===== src/rtl/rx_pkg.sv =====
package rx_pkg;

    localparam int OSR       = 8;
    localparam int DATA_BITS = 8;
    localparam int START_LOW = 4;
    localparam int PH_W      = $clog2(OSR);
    localparam int BIDX_W    = $clog2(DATA_BITS);

    // zero-based phase values of the three vote samples (4th, 5th, 6th tick)
    localparam logic [PH_W-1:0] VOTE_A  = PH_W'(OSR/2 - 1);
    localparam logic [PH_W-1:0] VOTE_B  = PH_W'(OSR/2);
    localparam logic [PH_W-1:0] VOTE_C  = PH_W'(OSR/2 + 1);
    localparam logic [PH_W-1:0] PH_LAST = PH_W'(OSR - 1);
    localparam logic [PH_W-1:0] PH_CONF = PH_W'(START_LOW - 1);

    typedef enum logic [1:0] {
        RX_IDLE  = 2'd0,
        RX_START = 2'd1,
        RX_DATA  = 2'd2,
        RX_STOP  = 2'd3
    } rx_state_e;

    typedef struct packed {
        logic [DATA_BITS-1:0] data;
        logic                 ferr;
    } rx_result_t;

    function automatic logic majority3(input logic a, input logic b, input logic c);
        return (a & b) | (a & c) | (b & c);
    endfunction

endpackage


===== src/rtl/rx_sync.sv =====
module rx_sync #(
    parameter int STAGES = 2
) (
    input  logic clk,
    input  logic rst,
    input  logic din,
    output logic dout
);
    logic [STAGES-1:0] chain;

    generate
        for (genvar i = 0; i < STAGES; i++) begin : g_stage
            if (i == 0) begin : g_first
                always_ff @(posedge clk) begin
                    if (rst) chain[0] <= 1'b1;
                    else     chain[0] <= din;
                end
            end else begin : g_next
                always_ff @(posedge clk) begin
                    if (rst) chain[i] <= 1'b1;
                    else     chain[i] <= chain[i-1];
                end
            end
        end
    endgenerate

    assign dout = chain[STAGES-1];
endmodule


===== src/rtl/rx_baud_gen.sv =====
module rx_baud_gen #(
    parameter int DIV_W = 16
) (
    input  logic             clk,
    input  logic             rst,
    input  logic             hi_we,
    input  logic             lo_we,
    input  logic [7:0]       wdata,
    output logic             tick,
    output logic [DIV_W-1:0] brr
);
    localparam int HALF = DIV_W / 2;

    logic [DIV_W-1:0] cnt;
    logic [DIV_W-1:0] limit;

    always_ff @(posedge clk) begin
        if (rst) begin
            brr <= '0;
        end else begin
            if (hi_we) brr[DIV_W-1:HALF] <= wdata[HALF-1:0];
            if (lo_we) brr[HALF-1:0]     <= wdata[HALF-1:0];
        end
    end

    // BRR of 0 behaves like BRR of 1: period of two clocks
    assign limit = (brr == '0) ? DIV_W'(1) : brr;
    assign tick  = (cnt >= limit);

    always_ff @(posedge clk) begin
        if (rst)       cnt <= '0;
        else if (tick) cnt <= '0;
        else           cnt <= cnt + 1'b1;
    end
endmodule


===== src/rtl/rx_engine.sv =====
module rx_engine
    import rx_pkg::*;
(
    input  logic                 clk,
    input  logic                 rst,
    input  logic                 tick,
    input  logic                 line_s,
    output logic [DATA_BITS-1:0] data_o,
    output logic                 valid_o,
    output logic                 ferr_o
);
    rx_state_e            state;
    logic [PH_W-1:0]      ph;
    logic [PH_W-1:0]      ph_n;
    logic [BIDX_W-1:0]    bidx;
    logic [1:0]           votes;
    logic [DATA_BITS-1:0] shreg;
    logic                 armed;
    logic                 voted;
    rx_result_t           res;

    assign ph_n  = ph + 1'b1;
    assign voted = majority3(votes[0], votes[1], line_s);

    always_ff @(posedge clk) begin
        if (rst) begin
            state   <= RX_IDLE;
            ph      <= '0;
            bidx    <= '0;
            votes   <= '0;
            shreg   <= '0;
            armed   <= 1'b0;
            res     <= '0;
            valid_o <= 1'b0;
        end else begin
            valid_o <= 1'b0;
            if (tick) begin
                unique case (state)
                    RX_IDLE: begin
                        if (line_s) begin
                            armed <= 1'b1;
                        end else if (armed) begin
                            state <= RX_START;
                            ph    <= '0;
                            armed <= 1'b0;
                        end
                    end
                    RX_START: begin
                        ph <= ph_n;
                        if (ph_n <= PH_CONF && line_s) begin
                            state <= RX_IDLE;
                            armed <= 1'b1;
                        end else if (ph_n == PH_LAST) begin
                            state <= RX_DATA;
                            bidx  <= '0;
                        end
                    end
                    RX_DATA: begin
                        ph <= ph_n;
                        if (ph_n == VOTE_A) votes[0] <= line_s;
                        if (ph_n == VOTE_B) votes[1] <= line_s;
                        if (ph_n == VOTE_C) shreg <= {voted, shreg[DATA_BITS-1:1]};
                        if (ph_n == PH_LAST) begin
                            if (bidx == BIDX_W'(DATA_BITS - 1)) state <= RX_STOP;
                            else                                bidx  <= bidx + 1'b1;
                        end
                    end
                    RX_STOP: begin
                        ph <= ph_n;
                        if (ph_n == VOTE_A) votes[0] <= line_s;
                        if (ph_n == VOTE_B) votes[1] <= line_s;
                        if (ph_n == VOTE_C) begin
                            res.data <= shreg;
                            res.ferr <= ~voted;
                            valid_o  <= 1'b1;
                            state    <= RX_IDLE;
                            armed    <= 1'b0;
                        end
                    end
                    default: state <= RX_IDLE;
                endcase
            end
        end
    end

    assign data_o = res.data;
    assign ferr_o = res.ferr;
endmodule


===== src/rtl/uart_os_rx.sv =====
module uart_os_rx
    import rx_pkg::*;
#(
    parameter int DIV_W       = 16,
    parameter int SYNC_STAGES = 2
) (
    input  logic       clk,
    input  logic       rst,
    input  logic       div_hi_we,
    input  logic       div_lo_we,
    input  logic [7:0] div_wdata,
    input  logic       rx_line,
    output logic [7:0] rx_data,
    output logic       rx_valid,
    output logic       rx_frame_err
);
    logic             sample_tick;
    logic             line_sync;
    logic [DIV_W-1:0] brr_val;

    rx_baud_gen #(.DIV_W(DIV_W)) u_baud (
        .clk   (clk),
        .rst   (rst),
        .hi_we (div_hi_we),
        .lo_we (div_lo_we),
        .wdata (div_wdata),
        .tick  (sample_tick),
        .brr   (brr_val)
    );

    rx_sync #(.STAGES(SYNC_STAGES)) u_sync (
        .clk  (clk),
        .rst  (rst),
        .din  (rx_line),
        .dout (line_sync)
    );

    rx_engine u_eng (
        .clk     (clk),
        .rst     (rst),
        .tick    (sample_tick),
        .line_s  (line_sync),
        .data_o  (rx_data),
        .valid_o (rx_valid),
        .ferr_o  (rx_frame_err)
    );
endmodule


===== config.mk =====
export PLATFORM = sky130hd
export DESIGN_NAME = uart_os_rx
export DESIGN_NICKNAME = d
export VERILOG_FILES = /design/src/rtl/rx_pkg.sv /design/src/rtl/rx_sync.sv /design/src/rtl/rx_baud_gen.sv /design/src/rtl/rx_engine.sv /design/src/rtl/uart_os_rx.sv
export SDC_FILE = /design/constraint.sdc
export NUM_CORES = 1
export LEC_CHECK = 0
export ABC_AREA = 0
export BUFFER_PORTS_ARGS = -buffer_cell sky130_fd_sc_hd__buf_4
export CAP_MARGIN = 20
export CORE_ASPECT_RATIO = 0.8
export CORE_UTILIZATION = 40
export DETAILED_ROUTE_END_ITERATION = 12
export PLACE_DENSITY = 0.7
export RECOVER_POWER = 50
export SKIP_LAST_GASP = 1
export SYNTH_ARGS = -nofsm -noshare
export SYNTH_HDL_FRONTEND = slang
export SYNTH_HIERARCHICAL = 1
export SYNTH_SLANG_ARGS = --single-unit

===== constraint.sdc =====
create_clock -name clk -period 2.75 [get_ports clk]
set_input_delay 0.55 -clock clk [delete_from_list [all_inputs] [get_ports clk]]
set_output_delay 0.55 -clock clk [all_outputs]
set_load 0.01 [all_outputs]

-- Yosys cells after proc, flatten, opt, wreduce, memory -nomap -nowiden
Index checks and enable logic that the tools add are counted.
- register bits: 63
- logic and storage cells: 85
- add/sub/neg operators: 3
- order comparisons: 2
- equality and inequality tests: 18
- mux-type cells: 22
- bitwise gates (word level): 8
- reductions and logical operators: 17
- operators by type and width (operator ; number):
    3-bit two-way mux ; 6
    16-bit by 1-bit adder with 16-bit output, second input constant ; 1
    16-bit >= comparator ; 1
    16-bit zero test ; 1
    16-bit two-way mux ; 1
    3-bit AND reduction ; 5
    2-bit two-way mux ; 7
    3-bit == test, second input constant ; 4
    2-bit by 1-bit inequality test with 1-bit output, second input constant ; 6
    3-bit one-hot mux with 2 select lines ; 2
    2-bit one-hot mux with 4 select lines ; 1
    7-bit AND reduction ; 1
    3-bit by 1-bit adder with 3-bit output, second input constant ; 2
    2-bit inequality test, second input constant ; 3
    6-bit AND reduction ; 1
    3-bit OR reduction ; 2
    2-bit == test, second input constant ; 2
    1-bit two-way mux ; 4
    4-bit AND reduction ; 1
    2-bit OR reduction ; 2
    1-bit bitwise AND ; 3
    3-bit by 2-bit == test with 1-bit output, second input constant ; 1
    3-bit by 2-bit less-or-equal comparator with 1-bit output, second input constant ; 1
    3-bit by 1-bit inequality test with 1-bit output, second input constant ; 1
    other kinds (8) ; 11

-- Logic depth before layout (Yosys ltp)
Gate-level depths: netlist of run 1.
- depth in word-level cells: 5
- gate-level depth with buffers: 11
- depth with buffers taken out: 11

-- Cells and area by module
The synthesis of run 1 kept the hierarchy.
- by module, submodules not included (module ; instances ; cells an instance ; area an instance (um^2) ; sequential area each (um^2)):
    rx_baud_gen ; 1 ; 186 ; 1682.9 ; 640.6
    rx_engine ; 1 ; 160 ; 1412.6 ; 580.6
    rx_sync ; 1 ; 4 ; 52.6 ; 40.0

-- Least setup slack after synthesis of run 1
No wires, ideal clock.
- path type: flip-flop to flip-flop
- start: register u_baud.brr[12]
- end: register with a tool-made name
- setup time: 96 ps
- arrival time: 2449 ps
- required time: 2654 ps
- setup slack: 206 ps
- stages on the path, launching flop included: 12
- buffers on the path: 0
- clock period less this slack: 2544 ps
- path through: dfxtp_1 nor4_1 a41o_1 ha_1 nand2b_4 a2111oi_4 o31ai_1 or3_1 inv_1 a221oi_2 a41o_1 o41ai_2
- RTL lines (element ; RTL line ; text):
    from (decl) ; rx_baud_gen.sv:10 ; output logic [DIV_W-1:0] brr
    from (signal, indexed assignment) ; rx_baud_gen.sv:21 ; if (hi_we) brr[DIV_W-1:HALF] <= wdata[HALF-1:0];
    from (signal, indexed assignment) ; rx_baud_gen.sv:22 ; if (lo_we) brr[HALF-1:0] <= wdata[HALF-1:0];

-- Worst setup path after layout of run 1
- start: register u_baud.brr[6]
- end: register u_eng.bidx[2]
- longest elaborated chain between the ends: 4
- RTL lines (element ; RTL line ; text):
    16-bit zero test ; rx_baud_gen.sv:27 ; assign limit = (brr == '0) ? DIV_W'(1) : brr;
    16-bit two-way mux (*) ; rx_baud_gen.sv:27 ;
    16-bit >= comparator (*) ; rx_baud_gen.sv:28 ; assign tick = (cnt >= limit);
    named net sample_tick ; uart_os_rx.sv:17 ; logic sample_tick;
    6-bit AND reduction (no line) (*) ; n/a ;
    to (signal assigned) ; rx_engine.sv:65 ; else bidx <= bidx + 1'b1;
    to (decl) ; rx_engine.sv:15 ; logic [BIDX_W-1:0] bidx;
Mark *: on every way through the listed nets, which the timed path passes. The rest lies on a longest branch.
A chain may end at the register's enable or synchronous reset.

==> out/qor.yml, run 1 <==
critical_path:
  critPathCaptureType: "register"
  slowest_delay_ns: 0.56
  regToRegSetupSlack_ns: 0.10
  path_max_fanout: 6
  critPathTopFamily: "simple AND/OR/NAND/NOR gates"
  r2r_path_start: "u_baud/brr[6]"
  worstReg2RegEnd: "u_eng/bidx[2]"
  logic_depth_of_the_worst_path_buffers_included: 10
  worstPathCellList: "inv_1, ha_4, nand3_1, or4b_4, o31ai_4, or3_4, inv_6, a2111oi_4, mux2i_1, nor2_1"
  critical_path.endpoint: "u_eng/bidx[2]"
  critPathLaunch: "u_baud/brr[6]"
  timing_worst_setup_path_type: "reg2reg"
  worst_setup_path_start_kind: "register"
  critical_path_at_ns: 2.86
  worst_r2r_path_depth: 10
  cpMaxStageDelayCell: "sky130_fd_sc_hd__or4b_4"
  worstPathBufferInverterCount: 2
  required_ns: 2.96
detailed_routing:
  first_pass_iters: 4
  post_drt_wl_per_cell_um: 13.3
  detailroute.via_count: 2448
  remaining_drc_errors: 0
  total_length_of_routed_wires_um: 6570
  final_antenna_net_count: 0
  viasPerCell: 4.97
  initialDrtViolationCount: 107
global_routing:
  antenna_violations_before_repair: 0
  groute.usage.overall: 0.173
  first_global_vias: 2314
  largest_net_degree_at_the_start_of_global_routing: 50
  grt_overflow_total: 0
  first_pass_grt_wire_length_um: 10900
sta:
  unrepaired_setup_endpoints_after_global_routing: "yes"
  setup_total_negative_slack_ns: 0
  final-max-slew-violation-count: 0
  max_freq_mhz: 378
  timing.slew.headroom: 0.617
  final_critical_path_setup_slack_ns: 0.104
  tightest_slew_ns: 0.570
  final.setup_skew_ns: 0.0106
  hold_ws_ns: 0.398
  hold_fails_final_rpt: 0
  final_setup_violation_count: 0
  tcrit_tclk_final: 0.962
  finalWorstPathRequiredPeriod_ns: 2.65
clocking:
  clk-insertion-delay-late_ns: 0.34
  number_of_clock_buffers_inserted_by_tritoncts: 9
  ctsHoldBuffers: 0
  clock-sinks: 63
  clock_tree.root_cell: "sky130_fd_sc_hd__clkbuf_8"
  htree_levels: 3
  clkTransAtPathRegs_ns: 0.07
  ctsLongestPathBuffers: 2
  tritoncts_clock_tree: "built"
logic_synthesis:
  synth_cells: 350
  avg_inst_size_synth_um2: 8.99
  async_flop_share: 0
  synth_edf_count: 0
  syn_area_um2: 3150
  seq_area_frac_synth: 0.401
  postSynthNetCount: 391
  synth.lib_cells_used.distinct: 46
  yosysWarningCount: 6
  synth_ff_type: "sky130_fd_sc_hd__dfxtp_1"
  ys_seq_elements: 63
hold_path:
  min_from: "rx_line"
  holdCritPathClass: "in2reg"
floorplanning:
  ios: 23
  floorplan.rows: 28
  floorplan.initialDensity: 0.420
  area_of_the_die_um2: 8230
  core_um2: 7500
  die_span_in_x_um: 101
  die_boundary_height_um: 81.3
placed_design:
  detailed_place.area_um2: 3480
  place_hpwl_um: 4770
  gp_congestion: 0.851
  io_buffers: 22
  setup_slack_after_placement_ns: -0.125
final_layout:
  final.fill_count: 725
  syn2layout_area_growth_pct: 19.8
  final_core_utilization: 0.503
  num_antenna_cells: 0
  layout_common_cells: "sky130_fd_sc_hd__dfxtp_1, sky130_fd_sc_hd__nor2_1, sky130_fd_sc_hd__nand2_1"
  layout.cell_area.non_filler_um2: 3770
  nets: 425
  layout-drive-gt1-share: 0.180
  most_frequent_standard_cell_in_the_layout_excluding_fill_and_tap_cells: "sky130_fd_sc_hd__dfxtp_1"
power_and_ir_drop:
  cellLeakagePower_nw: 1.53
  power_density_nw_per_um2: 516
  ir_worst_vdd_v: 0.000247
run_status:
  status: "finished clean"
flow_run:
  max_cap_viol_count: 0
==> kinds of logic after synthesis <==
family                     count (synthesis)  synth area share
AOI/OAI and AO/OA                         45             0.112
and+or+nand+nor                          139             0.211
adders and majority gates                 29             0.114
DFF                                       63             0.401
buffers and inverters                     37            0.0501
muxes                                     23            0.0731
xor gates and xnor gates                  14            0.0390
==> metrics by stage <==
stage / power (W) / std cells
final: 0.00195 / 493
after global routing: 0.00203 / 493
after CTS: 0.00194 / 491
after detailed placement: 0.00114 / 476
after global placement: 0.00113 / 476
after floorplan: 0.00109 / 350
==> metal layers <==
layer	GRT usage	vias to the layer above	routed length, um
li1	-	1258	-
met1	0.235	1147	3480
met2	0.258	32	2780
met3	0.0516	11	222
met4	0.0652	0	96
met5	0	-	0
==> state kept, by name, indices dropped and copies added, names as in the netlist, named ones only <==
| signal | cells |
|---|---|
| u_sync/chain | 1 |
| u_eng/ferr_o | 1 |
| u_eng/state | 1 |
| u_eng/data_o | 8 |
| u_sync/dout | 1 |
| u_eng/valid_o | 1 |
| u_baud/cnt | 16 |
| u_eng/votes | 2 |
| u_eng/shreg | 8 |
| u_baud/brr | 16 |
| u_eng/armed | 1 |
| u_eng/bidx | 3 |
| u_eng/ph | 3 |
==> Yosys cell counts (2+ instances only) <==
library cell / n / area share
sky130_fd_sc_hd__nor4_1: 3 / 0.0060
sky130_fd_sc_hd__nand2b_1: 3 / 0.0060
sky130_fd_sc_hd__buf_6: 2 / 0.0072
sky130_fd_sc_hd__or2_1: 2 / 0.0040
sky130_fd_sc_hd__nor2b_1: 2 / 0.0040
sky130_fd_sc_hd__mux2i_1: 23 / 0.073
sky130_fd_sc_hd__a21o_1: 3 / 0.0072
sky130_fd_sc_hd__inv_1: 25 / 0.030
sky130_fd_sc_hd__xnor2_1: 6 / 0.017
sky130_fd_sc_hd__and3_1: 5 / 0.0099
sky130_fd_sc_hd__nand2_1: 42 / 0.050
sky130_fd_sc_hd__a41o_1: 4 / 0.013
sky130_fd_sc_hd__o21ai_0: 2 / 0.0032
sky130_fd_sc_hd__and2_1: 3 / 0.0060
sky130_fd_sc_hd__dfxtp_1: 63 / 0.40
sky130_fd_sc_hd__a2111oi_4: 2 / 0.017
sky130_fd_sc_hd__nor3_1: 6 / 0.0095
sky130_fd_sc_hd__nand4_1: 5 / 0.0099
sky130_fd_sc_hd__nand2b_4: 3 / 0.013
sky130_fd_sc_hd__a221oi_2: 2 / 0.0095
sky130_fd_sc_hd__clkbuf_1: 7 / 0.0083
sky130_fd_sc_hd__a21oi_1: 22 / 0.035
sky130_fd_sc_hd__ha_1: 28 / 0.11
sky130_fd_sc_hd__nor2_1: 47 / 0.056
sky130_fd_sc_hd__xor2_1: 8 / 0.022
sky130_fd_sc_hd__buf_2: 3 / 0.0048
sky130_fd_sc_hd__nand3_1: 10 / 0.016
==> final cells by class <==
| class | count | area (um^2) | share of cell area |
|---|---|---|---|
| tap | 105 | 131 | 0.0348 |
| clock buffer | 12 | 155 | 0.0411 |
| sequential | 63 | 1270 | 0.337 |
| multi-input combinational | 250 | 1830 | 0.486 |
| inverter | 25 | 98.8 | 0.0262 |
| timing repair buffer | 35 | 241 | 0.0640 |
| clock inverter | 3 | 42.5 | 0.0113 |
==> repair_timing <==
item,4_1_cts,5_1_grt
pin swaps,0,8
cloned,0,0
setup buffers,0,2
resized for setup,4,22
endpoints found under the setup margin,19,27
endpoints found under the hold margin,0,0
==> power by group <==
group | total, W | internal [W] | switching [W]
registers | 0.000961 | 0.000937 | 0.0000241
clock network | 0.000802 | 0.000462 | 0.000340
logic | 0.000185 | 0.0000936 | 0.0000910
total | 0.00195 | 0.00149 | 0.000455
==> worst min path at each step <==
stage                            endpoint  slack, ns  cells after the start
after floorplan               u_sync/dout       0.38                      1
after global placement        u_sync/dout       0.39                      1
after detailed placement      u_sync/dout       0.39                      1
after CTS                 u_sync/chain[0]       0.39                      2
after global routing      u_sync/chain[0]       0.40                      2
final                     u_sync/chain[0]       0.40                      2
(Power assumes the default switching activity.)
==> run 2, diff against run 1 <==
--- a/config.mk
+++ b/config.mk
@@ -9,9 +9,9 @@
 export BUFFER_PORTS_ARGS = -buffer_cell sky130_fd_sc_hd__buf_4
 export CAP_MARGIN = 20
 export CORE_ASPECT_RATIO = 0.8
-export CORE_UTILIZATION = 40
+export CORE_UTILIZATION = 54
 export DETAILED_ROUTE_END_ITERATION = 12
-export PLACE_DENSITY = 0.7
+export PLACE_DENSITY = 0.87
 export RECOVER_POWER = 50
 export SKIP_LAST_GASP = 1
 export SYNTH_ARGS = -nofsm -noshare
==> out/qor.yml, run 2 (synthesis gave the netlist of run 1 again) <==
run_status:
  status: "finished with violations"
  failed_checks: "negative setup slack"
critical_path:
  worstPathCellList: "inv_1, ha_1, and3_4, or4b_4, o31ai_4, or3_4, inv_6, a2111oi_4, mux2i_1, nor2_1"
  cpMaxStageDelayCell: "sky130_fd_sc_hd__or4b_4"
  critPathTopFamily: "simple AND/OR/NAND/NOR gates"
  path_max_fanout: 4
  worst_r2r_path_depth: 10
  logic_depth_of_the_worst_path_buffers_included: 10
  worst_setup_path_start_kind: "register"
  timing_worst_setup_path_type: "reg2reg"
  worstPathBufferInverterCount: 2
  critical_path_at_ns: 3.03
  critPathCaptureType: "register"
  slowest_delay_ns: 0.47
  required_ns: 2.97
final_layout:
  layout_common_cells: "sky130_fd_sc_hd__dfxtp_1, sky130_fd_sc_hd__nor2_1, sky130_fd_sc_hd__nand2_1"
  syn2layout_area_growth_pct: 22.1
  nets: 423
  most_frequent_standard_cell_in_the_layout_excluding_fill_and_tap_cells: "sky130_fd_sc_hd__dfxtp_1"
  layout.cell_area.non_filler_um2: 3840
  largestRegisters: "u_baud/brr: 16 flops, u_baud/cnt: 16 flops"
  num_antenna_cells: 0
  layout-drive-gt1-share: 0.258
  final_core_utilization: 0.696
placed_design:
  gp_congestion: 0.832
  detailed_place.area_um2: 3390
  io_buffers: 22
  place_hpwl_um: 4720
floorplanning:
  area_of_the_die_um2: 6140
  floorplan.initialDensity: 0.570
  die_span_in_x_um: 87.4
  die_boundary_height_um: 70.3
  floorplan.rows: 24
  core_um2: 5530
  ios: 23
detailed_routing:
  detailroute.via_count: 2728
  detail_route.wirelength.met1_um: 3490
  wl_met2_um: 3920
  initialDrtViolationCount: 171
  first_pass_iters: 5
  remaining_drc_errors: 0
  routed-wl-met3_um: 574
  final_antenna_net_count: 0
  viasPerCell: 5.87
  maxUsedRoutingLayer: "met4"
  post_drt_wl_per_cell_um: 17.8
  total_length_of_routed_wires_um: 8280
sta:
  final_critical_path_setup_slack_ns: -0.0570
  finalWorstPathRequiredPeriod_ns: 2.81
  max_freq_mhz: 356
  final.setup_skew_ns: 0.00954
  hold_fails_final_rpt: 0
  timing.slew.headroom: 0.489
  setup_total_negative_slack_ns: -0.161
  final-max-slew-violation-count: 0
  tcrit_tclk_final: 1.02
  final_setup_violation_count: 5
  hold_ws_ns: 0.397
  unrepaired_setup_endpoints_after_global_routing: "yes"
  tightest_slew_ns: 0.765
hold_path:
  worst_hold_path.num_cells: 2
  holdCritPathClass: "in2reg"
global_routing:
  largest_net_degree_at_the_start_of_global_routing: 50
  grt_overflow_total: 0
  antenna_violations_before_repair: 0
  first_global_vias: 2390
  first_pass_grt_wire_length_um: 11400
  groute.usage.overall: 0.244
clocking:
  number_of_clock_buffers_inserted_by_tritoncts: 9
  clkTransAtPathRegs_ns: 0.07
  htree_levels: 3
  clk-insertion-delay-late_ns: 0.35
  clock_tree.root_cell: "sky130_fd_sc_hd__clkbuf_8"
  ctsHoldBuffers: 0
  clock-sinks: 63
  tritoncts_clock_tree: "built"
  ctsLongestPathBuffers: 2
power_and_ir_drop:
  total_power_w: 0.00192
  ir_worst_vdd_v: 0.000381
  power_density_nw_per_um2: 499
  cellLeakagePower_nw: 1.55
flow_run:
  max_cap_viol_count: 0
==> run 2: changes by cell type in the layout (fill, tap and decap cells not counted), moves of 3 or more <==
cell | previous run | this run
sky130_fd_sc_hd__nand2_2 | 0 | 7
sky130_fd_sc_hd__buf_4 | 23 | 30
sky130_fd_sc_hd__nand2_1 | 42 | 35
sky130_fd_sc_hd__dfxtp_2 | 7 | 4
sky130_fd_sc_hd__clkbuf_1 | 11 | 0
sky130_fd_sc_hd__dfxtp_4 | 0 | 4
==> run 2: layer usage <==
layer	vias to the layer above	track usage
met5	-	0
met4	0	0.0838
met3	35	0.0957
met2	136	0.357
met1	1301	0.325
li1	1256	-
==> run 2: timing repair <==
action	4_1_cts	5_1_grt
setup endpoints to repair	22	27
resized for setup	7	48
setup buffers	0	3
cloned	0	2
pin swaps	1	20
==> run 2: final cells by class <==
type                       instances  area, um^2
clock buffer                      11         151
clock inverter                     5        32.5
fill                             394        1680
inverter                          25         101
multi-input combinational        252        1940
sequential                        63        1280
tap                               78        97.6
timing repair buffer              31         236
==> run 2: stage by stage <==
stage          setup WS [ns]  std cells
6_report             -0.0570        465
5_1_grt               -0.157        465
4_1_cts              0.00683        460
3_5_place_dp         -0.0887        444
3_3_place_gp         0.00984        444
2_1_floorplan          0.206        350
==> run 2: path summary, 6_finish.rpt <==
path / startpoint / endpoint / slack (ns)
max: u_baud/brr[8] / u_eng/bidx[1] / -0.06
min: rx_line / u_sync/chain[0] / 0.40
max reg2reg: u_baud/brr[8] / u_eng/bidx[1] / -0.06
min reg2reg: u_sync/chain[0] / u_sync/dout / 0.45
==> run 2: power breakdown <==
group / switching, W / leakage [nW] / total, W / internal (W)
Combinational: 0.000107 / 0.948 / 0.000205 / 0.0000979
Sequential: 0.0000255 / 0.516 / 0.000960 / 0.000934
Clock: 0.000379 / 0.0873 / 0.000752 / 0.000372
Total: 0.000512 / 1.55 / 0.00192 / 0.00140
==> run 3, diff against run 2 <==
--- a/config.mk
+++ b/config.mk
@@ -11,7 +11,7 @@
 export CORE_ASPECT_RATIO = 0.8
 export CORE_UTILIZATION = 54
 export DETAILED_ROUTE_END_ITERATION = 12
-export PLACE_DENSITY = 0.87
+export PLACE_DENSITY = 0.79
 export RECOVER_POWER = 50
 export SKIP_LAST_GASP = 1
 export SYNTH_ARGS = -nofsm -noshare
==> out/qor.yml, run 3 (synthesis gave the netlist of run 1 again) <==
run_status:
  status: "finished clean"
sta:
  hold_fails_final_rpt: 0
  tcrit_tclk_final: 0.977
  final_setup_violation_count: 0
  tightest_slew_ns: 0.589
  finalWorstPathRequiredPeriod_ns: 2.69
  max_freq_mhz: 372
  final-max-slew-violation-count: 0
  timing.slew.headroom: 0.605
  final.setup_skew_ns: 0.00699
  unrepaired_setup_endpoints_after_global_routing: "yes"
power_and_ir_drop:
  cellLeakagePower_nw: 1.53
  power_density_nw_per_um2: 523
  ir_worst_vdd_v: 0.000424
floorplanning:
  die_span_in_x_um: 87.4
  area_of_the_die_um2: 6140
  die_boundary_height_um: 70.3
  floorplan.initialDensity: 0.570
  core_um2: 5530
  floorplan.rows: 24
  ios: 23
final_layout:
  final_core_utilization: 0.670
  nets: 418
  syn2layout_area_growth_pct: 17.6
  area.sequential_um2: 1270
  num_antenna_cells: 0
  final.fill_count: 461
  layout_common_cells: "sky130_fd_sc_hd__dfxtp_1, sky130_fd_sc_hd__nor2_1, sky130_fd_sc_hd__nand2_1"
  most_frequent_standard_cell_in_the_layout_excluding_fill_and_tap_cells: "sky130_fd_sc_hd__dfxtp_1"
  layout.cell_area.non_filler_um2: 3700
  footprint_of_the_multi_input_gates_um2: 1810
  largestRegisters: "u_baud/brr: 16 flops, u_baud/cnt: 16 flops"
  layout-drive-gt1-share: 0.194
detailed_routing:
  final_antenna_net_count: 0
  post_drt_wl_per_cell_um: 14.3
  total_length_of_routed_wires_um: 6590
  initialDrtViolationCount: 170
  first_pass_iters: 4
  remaining_drc_errors: 0
  viasPerCell: 5.39
  detailroute.via_count: 2481
critical_path:
  critPathTopFamily: "simple AND/OR/NAND/NOR gates"
  worst_setup_path_start_kind: "register"
  worst_r2r_path_depth: 10
  logic_depth_of_the_worst_path_buffers_included: 10
  cpMaxStageDelayCell: "sky130_fd_sc_hd__or4b_1"
  worstPathBufferInverterCount: 2
  timing_worst_setup_path_type: "reg2reg"
  slowest_delay_ns: 0.56
  path_max_fanout: 6
  critPathCaptureType: "register"
  required_ns: 2.97
  critical_path_at_ns: 2.91
  worstPathCellList: "inv_1, ha_1, nand3_1, or4b_1, o31ai_2, or3_4, inv_4, a2111oi_4, mux2i_1, nor2_1"
clocking:
  clkTransAtPathRegs_ns: 0.07
  number_of_clock_buffers_inserted_by_tritoncts: 9
  postCtsSetupRepairBufs: 0
  ctsLongestPathBuffers: 2
  tritoncts_clock_tree: "built"
  clock-sinks: 63
  clk-insertion-delay-late_ns: 0.35
  clock_tree.root_cell: "sky130_fd_sc_hd__clkbuf_8"
  htree_levels: 3
  ctsHoldBuffers: 0
placed_design:
  gp_congestion: 0.799
  place_hpwl_um: 4490
  detailed_place.area_um2: 3400
  io_buffers: 22
global_routing:
  first_pass_grt_wire_length_um: 11100
  groute.usage.overall: 0.235
  grt_overflow_total: 0
  antenna_violations_before_repair: 0
  largest_net_degree_at_the_start_of_global_routing: 50
  first_global_vias: 2347
hold_path:
  worst_hold_path.num_cells: 2
  holdCritPathClass: "in2reg"
flow_run:
  max_cap_viol_count: 0
==> run 3: what timing repair did <==
| action | in CTS | in global routing |
|---|---|---|
| pin swaps | 0 | 7 |
| hold endpoints to repair | 0 | 0 |
| setup endpoints to repair | 18 | 31 |
| gates resized for setup | 2 | 22 |
==> run 3: layout make-up <==
cell class | count | share of cell area
repair buffers | 28 | 0.0602
multi-input cells | 250 | 0.490
flip-flops and latches | 63 | 0.344
clock inverters | 7 | 0.0196
well taps | 78 | 0.0264
inverters | 25 | 0.0260
clock buffers | 9 | 0.0335
==> run 3: final timing paths <==
check                         end  slack (ns)             from
setup / recovery    u_eng/bidx[2]        0.06    u_baud/brr[5]
hold / removal    u_sync/chain[0]        0.39          rx_line
setup reg to reg    u_eng/bidx[2]        0.06    u_baud/brr[5]
hold reg to reg       u_sync/dout        0.41  u_sync/chain[0]
==> run 3: worst register-to-register path: cells and delay by family, from the launching register on <==
| family | cells | cell delay, ns |
|---|---|---|
| mux | 1 | 0.24 |
| compound gates | 2 | 0.61 |
| fa+ha+maj | 1 | 0.30 |
| simple gates | 4 | 0.93 |
| flops | 1 | 0.36 |
| buf+inv | 2 | 0.13 |
==> run 3: report_power, final <==
| part | switching, W | leakage [nW] | internal [W] |
|---|---|---|---|
| Clock | 0.000378 | 0.0956 | 0.000419 |
| Sequential | 0.0000256 | 0.515 | 0.000935 |
| Combinational | 0.0000914 | 0.922 | 0.0000868 |
==> run 3: per-stage QoR <==
stage          setup slack (ns)  std cells  hold WS, ns  setup TNS [ns]  total power, W
6_report                 0.0622        460        0.385               0         0.00194
5_1_grt                 -0.0777        460        0.381          -0.214         0.00201
4_1_cts                  0.0158        460        0.375               0         0.00193
3_5_place_dp            -0.0731        444        0.390          -0.537         0.00114
3_3_place_gp            -0.0535        444        0.388          -0.332         0.00113
2_1_floorplan             0.206        350        0.383               0         0.00109
==> run 3: per-layer routing <==
metal  wire (um)  GRT usage  up-vias
li1            -          -     1248
met1        3280      0.328     1175
met2        2960      0.345       47
met3         266     0.0579       11
met4          95     0.0984        0
met5           0          0        -
